File: src/rtl/flk_pkg.sv
package flk_pkg;
    typedef enum logic [1:0] {
        ST_LOCKED = 2'b00,
        ST_KEY1   = 2'b01,
        ST_OPEN   = 2'b10,
        ST_DEAD   = 2'b11
    } lk_state_e;

    typedef struct packed {
        lk_state_e state;
    } lk_regs_t;
endpackage

File: src/rtl/flk_key_match.sv
module flk_key_match
    import flk_pkg::*;
#(
    parameter int          DATA_W     = 8,
    parameter logic [7:0]  KEY_FIRST  = 8'hA5,
    parameter logic [7:0]  KEY_SECOND = 8'hF1
) (
    input  lk_state_e          state,
    input  logic [DATA_W-1:0]  wr_data,
    output logic               key_ok
);
    always_comb begin
        unique case (state)
            ST_LOCKED: key_ok = (wr_data == DATA_W'(KEY_FIRST));
            ST_KEY1:   key_ok = (wr_data == DATA_W'(KEY_SECOND));
            default:   key_ok = 1'b0;
        endcase
    end
endmodule

File: src/rtl/flk_fsm.sv
module flk_fsm
    import flk_pkg::*;
(
    input  logic      clk,
    input  logic      rst,
    input  logic      wr_en,
    input  logic      op_req,
    input  logic      key_ok,
    output lk_state_e state_q,
    output logic      permit
);
    lk_regs_t r_d, r_q;

    always_comb begin
        r_d    = r_q;
        permit = 1'b0;
        unique case (r_q.state)
            ST_LOCKED, ST_KEY1: begin
                if (op_req)
                    r_d.state = ST_DEAD;
                else if (wr_en)
                    r_d.state = key_ok ? ((r_q.state == ST_LOCKED) ? ST_KEY1 : ST_OPEN)
                                       : ST_DEAD;
            end
            ST_OPEN: begin
                if (op_req) begin
                    permit    = 1'b1;
                    r_d.state = wr_en ? ST_DEAD : ST_LOCKED;
                end else if (wr_en) begin
                    r_d.state = ST_DEAD;
                end
            end
            default: r_d.state = ST_DEAD;
        endcase
    end

    always_ff @(posedge clk) begin
        if (rst) r_q <= '{state: ST_LOCKED};
        else     r_q <= r_d;
    end

    assign state_q = r_q.state;
endmodule

File: src/rtl/flk_status.sv
module flk_status
    import flk_pkg::*;
#(
    parameter int DATA_W = 8
) (
    input  logic              rd_en,
    input  lk_state_e         state,
    output logic [DATA_W-1:0] rd_data
);
    localparam int PAD_W = DATA_W - 2;

    generate
        if (PAD_W > 0) begin : g_pad
            assign rd_data = rd_en ? {{PAD_W{1'b0}}, state} : '0;
        end else begin : g_nopad
            assign rd_data = rd_en ? state[DATA_W-1:0] : '0;
        end
    endgenerate
endmodule

File: src/rtl/flash_key_gate.sv
module flash_key_gate
    import flk_pkg::*;
#(
    parameter int         DATA_W     = 8,
    parameter logic [7:0] KEY_FIRST  = 8'hA5,
    parameter logic [7:0] KEY_SECOND = 8'hF1
) (
    input  logic              clk,
    input  logic              rst,
    input  logic              wr_en,
    input  logic [DATA_W-1:0] wr_data,
    input  logic              rd_en,
    input  logic              op_req,
    output logic [DATA_W-1:0] rd_data,
    output logic              op_permit,
    output logic              lockout
);
    lk_state_e state_q;
    logic      key_ok;

    flk_key_match #(.DATA_W(DATA_W), .KEY_FIRST(KEY_FIRST), .KEY_SECOND(KEY_SECOND)) u_match (
        .state   (state_q),
        .wr_data (wr_data),
        .key_ok  (key_ok)
    );

    flk_fsm u_fsm (
        .clk     (clk),
        .rst     (rst),
        .wr_en   (wr_en),
        .op_req  (op_req),
        .key_ok  (key_ok),
        .state_q (state_q),
        .permit  (op_permit)
    );

    flk_status #(.DATA_W(DATA_W)) u_status (
        .rd_en   (rd_en),
        .state   (state_q),
        .rd_data (rd_data)
    );

    assign lockout = (state_q == ST_DEAD);
endmodule

File: config.mk
export PLATFORM = sky130hd
export DESIGN_NAME = flash_key_gate
export DESIGN_NICKNAME = d
export VERILOG_FILES = /design/src/rtl/flk_pkg.sv /design/src/rtl/flk_key_match.sv /design/src/rtl/flk_fsm.sv /design/src/rtl/flk_status.sv /design/src/rtl/flash_key_gate.sv
export SDC_FILE = /design/constraint.sdc
export NUM_CORES = 1
export LEC_CHECK = 0
export ABC_AREA = 1
export BUFFER_PORTS_ARGS = -buffer_cell sky130_fd_sc_hd__buf_4
export CELL_PAD_IN_SITES_DETAIL_PLACEMENT = 1
export CELL_PAD_IN_SITES_GLOBAL_PLACEMENT = 2
export CORE_MARGIN = 4
export CORE_UTILIZATION = 12
export DETAILED_ROUTE_END_ITERATION = 16
export PLACE_DENSITY_LB_ADDON = 0.1
export SYNTH_ARGS = -nofsm -noshare
export SYNTH_HDL_FRONTEND = slang
export SYNTH_SLANG_ARGS = --single-unit
File: constraint.sdc
create_clock -name clk -period 0.8 [get_ports clk]
set_input_delay 0.04 -clock clk [delete_from_list [all_inputs] [get_ports clk]]
set_output_delay 0.04 -clock clk [all_outputs]
set_load 0.1 [all_outputs]
# Yosys cells after proc, flatten, opt, wreduce, memory -nomap -nowiden
# Index checks and enable logic that the tools add are counted.
[classes] eq_ne=7 reduce_logical=3 muxes=12
[ops] op="== test 8 bit (second input constant)" n=2
[ops] op="two-way mux 2 bit" n=8
[ops] op="!= test 3 bit (second input constant)" n=2
[ops] op="== test 2 bit (second input constant)" n=2
[ops] op="one-hot mux 2 bit (2 select lines)" n=1
[ops] op="== test 2 x 1 -> 1 bit (second input constant)" n=1
[ops] op="zero test 2 bit" n=1
[ops] op="two-way mux 1 bit" n=2
[ops] op="one-hot mux 1 bit (2 select lines)" n=1
[ops] op="AND reduction 2 bit" n=1
[ops] op="OR reduction 2 bit" n=1
[totals] elab_cells=23 in_bits=13 ff_bits=2 output_inout_bits=10

# Depth between registers and ports, before layout
[depth] word_depth=6 mapped_depth=7 mapped_depth_nobuf=7

# Hierarchy
# A second synthesis with hierarchy kept.
[hier_totals] hier_cells=54 area_unflattened_um2=282.8
[modules_own_cells] module="flk_fsm" seq_area_each_um2=40.0 cells_per_inst=25 area_each_um2=142.6 n_inst=1
[modules_own_cells] module="flk_key_match" seq_area_each_um2=0.0 cells_per_inst=16 area_each_um2=68.8 n_inst=1
[modules_own_cells] module="flk_status" seq_area_each_um2=0.0 cells_per_inst=11 area_each_um2=63.8 n_inst=1
[modules_own_cells] module="flash_key_gate" seq_area_each_um2=0.0 cells_per_inst=2 area_each_um2=7.5 n_inst=1

# Worst setup path before layout
# No wires, ideal clock.
[synth_path] kind="reg-to-output" startpoint="register u_fsm.r_q (netlist bit u_fsm.state_q[0])" endpoint="output lockout" stages_incl_launch_ff=3 path_slack_ps=-281 arrival_ps=1041 required_time_ps=760 path_buffers=0 cell_sequence="dfxtp_1 nand2_1 inv_1"
[synth_via] elab_chain_len=1
[synth_lines] item="start, declared" line_no="flk_fsm.sv:12" source="lk_regs_t r_d, r_q;"
[synth_lines] item="start signal, assigned" line_no="flk_fsm.sv:38" source="if (rst) r_q <= '{state: ST_LOCKED};"
[synth_lines] item="start signal, assigned" line_no="flk_fsm.sv:39" source="else r_q <= r_d;"
[synth_lines] item="== test 2 bit" line_no="flash_key_gate.sv:43" source="assign lockout = (state_q == ST_DEAD);"
[synth_lines] item="end, declared" line_no="flash_key_gate.sv:16" source="output logic lockout"
# Every way passes these cells.

# Worst setup path after layout
# Same ends and word-level chain as after synthesis.

==> summary.txt <==
Global routing
  – Vias in the first global route: 347
  – Initial antenna violation count: 0
  – Largest net degree at the start of global routing: 5
  – First-pass GRT wire length: between 1000 and 1500 microns
  – Grt total ovfl: 0
  – Gr usage total: 6.47%

Layout
  – Core Util, Final: 30.4%
  – Ant diodes: 0
  – Share of layout cells above drive strength 1: 61.8%
  – Max reg flops: 2
  – Final instance area: 609 sq um
  – Layout Nets: 91
  – Area added between synthesis and finish: 134%

Timing
  – Fmax: 0.925 GHz
  – Tmin final: 1.08 ns
  – Tcrit/Tclk final: 135%
  – Final setup skew: roughly 0.006 ns
  – Final setup vio count: 6
  – Final Max Tran Viols: 0
  – Hold Vio Cnt, Final: 0
  – RSZ-0062 raised after global routing: yes
  – Final setup margin: -0.281 ns

Run
  – Max cap viols: 0

Critical path
  – Crit path kind: register to output pin
  – Max stage delay cell, worst path: dfxtp_4
  – Worst endpoint required time: 0.76 ns
  – Crit end category: output pin
  – R2R depth: 7
  – R2r setup slk: -0.20 ns
  – Max incr delay on CP: 0.35 ns
  – Worst Path Max Fanout: 4
  – CP Cell Sequence: buf_4 > nand2_4 > clkinvlp_4 > buf_12
  – Data arrival time of the critical path: 1.04 ns
  – FF-to-FF End: u_fsm.state_q[1]
  – RR Startpoint: u_fsm.state_q[0]
  – Startpoint type of the worst setup path: register

Yosys
  – Synth top cells by count: nand2_1 (13), inv_1 (10), nor2_1 (8)
  – Top-count cell post-synth: nand2_1
  – Synth warnings: 0
  – Top_reg_cell synth: dfxtp_1
  – Multiplexer area fraction after synthesis: 0%
  – Area share of fa/ha/maj cells after synthesis: 0%
  – Area leader, netlist: nand2_1
  – Post-Synth Simple-Gate Area: a little under half
  – Yosys reg bits: 2
  – Synth top area share: 18.8%
  – Mapped Avg Cell Area: around 5.3 sq um
  – Main combinational cell family by area after synthesis: simple AND/OR/NAND/NOR gates
  – Sequential area share after synthesis: 15.4%
  – Netlist Area Pre-Place: 260 sq um
  – Syn Inst Count: 49
  – FFs w/ async S/R, synth: 0%
  – Yosys cell types: 13
  – Post-synthesis compound-gate area fraction: 3.85%
  – Ranking of synthesized cells by area: nand2_1 (19%), buf_4 (17%), dfxtp_1 (15%), inv_1 (14%), nor2_1 (12%)
  – Post-Synth XOR/XNOR Area: 0%
  – Post-synth EDFFs: 0

Drt
  – DR pass1 iterations: 1
  – Vias per inst: 3.45
  – Routed wire length: 912 microns
  – DRC errors left: 0
  – Routed Antenna Nets: 0
  – Routed via count: 355
  – Routed length per placed instance: 8.85 microns
  – Initial DRC Count: 0

Die
  – Die Y: 54.6 microns
  – Starting density of the core: 13.0%
  – Total I/O pin count: 23
  – Core area: around 2000 sq um
  – Die area: roughly 3000 sq um
  – Die X: between 50 and 60 microns
  – Rows: 16

Clocking
  – Longest Clk Path Bufs: 2
  – Cts hold-fix bufs: 0
  – Clock Pin Slew Worst Setup and Hold Paths: 0.03 ns
  – H-tree level count: 1
  – Clk Latency, worst-skew pair: 0.23 ns
  – Total CTS buffers: 3
  – CTS Sinks: 2
  – CTS tree: built
  – Root Buffer: clkbuf_4

Outcome
  – Status: finished, violations left
  – Failing checks: setup timing

Min path
  – WHS Path Cells: 4
  – HP Start: rst
  – Hold WC Path Type: primary input to register
  – Endpoint, Worst Hold: u_fsm.state_q[1]

Placement
  – IO buf count: 16
  – Placed Area: 443 sq um
  – Placer congestion estimate: 0.644

Power and ir drop
  – Pwr dens: 1450 nW/um^2
  – Worst vdd ir: between 0.9 and 1 mV
  – Total leakage power: 0.316 nW
  – Tot Pwr: a little under 0.9 mW
## where the power goes
part	switching (mW)	internal, mW
Combinational	0.338	0.191
Clock	0.0652	0.166
Sequential	0.0140	0.112
## routing by layer
layer,up-vias,global-route usage [%],wire length [microns],share of wire [%]
met3,2,1.09,80,8.8
met5,-,0,0,0
li1,188,-,-,-
met4,0,4.98,29,3.2
met2,15,11.2,441,48
met1,150,6.95,360,39
## worst max path at each step
stage / from / to / slack (ns) / depth (start not counted)
floorplan: u_fsm.state_q[1] / u_fsm.state_q[0] / -0.07 / 6
global placement: u_fsm.state_q[1] / u_fsm.state_q[1] / -0.23 / 6
detailed placement: u_fsm.state_q[1] / u_fsm.state_q[1] / -0.21 / 6
CTS: u_fsm.state_q[0] / op_permit / -0.26 / 3
global route: u_fsm.state_q[0] / u_fsm.state_q[1] / -0.32 / 7
finish: u_fsm.state_q[0] / lockout / -0.28 / 4
## cell families (layout without fill, tap and decap cells)
family | after synthesis | after routing
AOI/OAI and AO/OA | 2 | 2
buffers and inverters | 17 | 39
and+or+nand+nor | 27 | 27
other | 1 | 6
DFF | 2 | 2
## critical path, delay by kind of cell, from the launching register on
family	cells	cell delay [ns]
buffers and inverters	3	0.39
flip-flops	1	0.35
AND/OR/NAND/NOR	1	0.07
## what timing repair did
item / CTS / global route
endpoints found under the setup margin: 6 / 6
resized for setup: 18 / 10
buffers inserted: 3 / 2
pin swaps: 1 / 6
## placed cells by master, fill, tap and decap left out, drive strengths merged
cell type | synthesis | layout
buf | 6 | 25
dfxtp | 2 | 2
clkinvlp | 0 | 3
nand3 | 2 | 2
inv | 11 | 8
nor2 | 8 | 8
conb | 1 | 6
clkbuf | 0 | 3
nand4 | 2 | 2
and3 | 1 | 1
a21oi | 2 | 2
nand2 | 14 | 14
## final cells by class
cell class | count | area, sq um
fillers | 264 | 1390
well taps | 27 | 33.8
flip-flops and latches | 2 | 47.5
repair buffers | 25 | 249
clock buffers | 3 | 22.5
inverters | 11 | 55.1
multi-input cells | 35 | 201
## stage by stage
stage	instances	hold WS, ns	setup WS [ns]	setup TNS [ns]
after floorplan	54	0.190	-0.0705	-0.305
after global placement	95	0.302	-0.234	-0.779
after detailed placement	95	0.296	-0.207	-0.741
after CTS	101	0.0435	-0.264	-1.39
after global routing	103	0.0856	-0.315	-1.71
final	103	0.0702	-0.281	-1.41
Note: power is estimated with default switching activity, not from simulation.
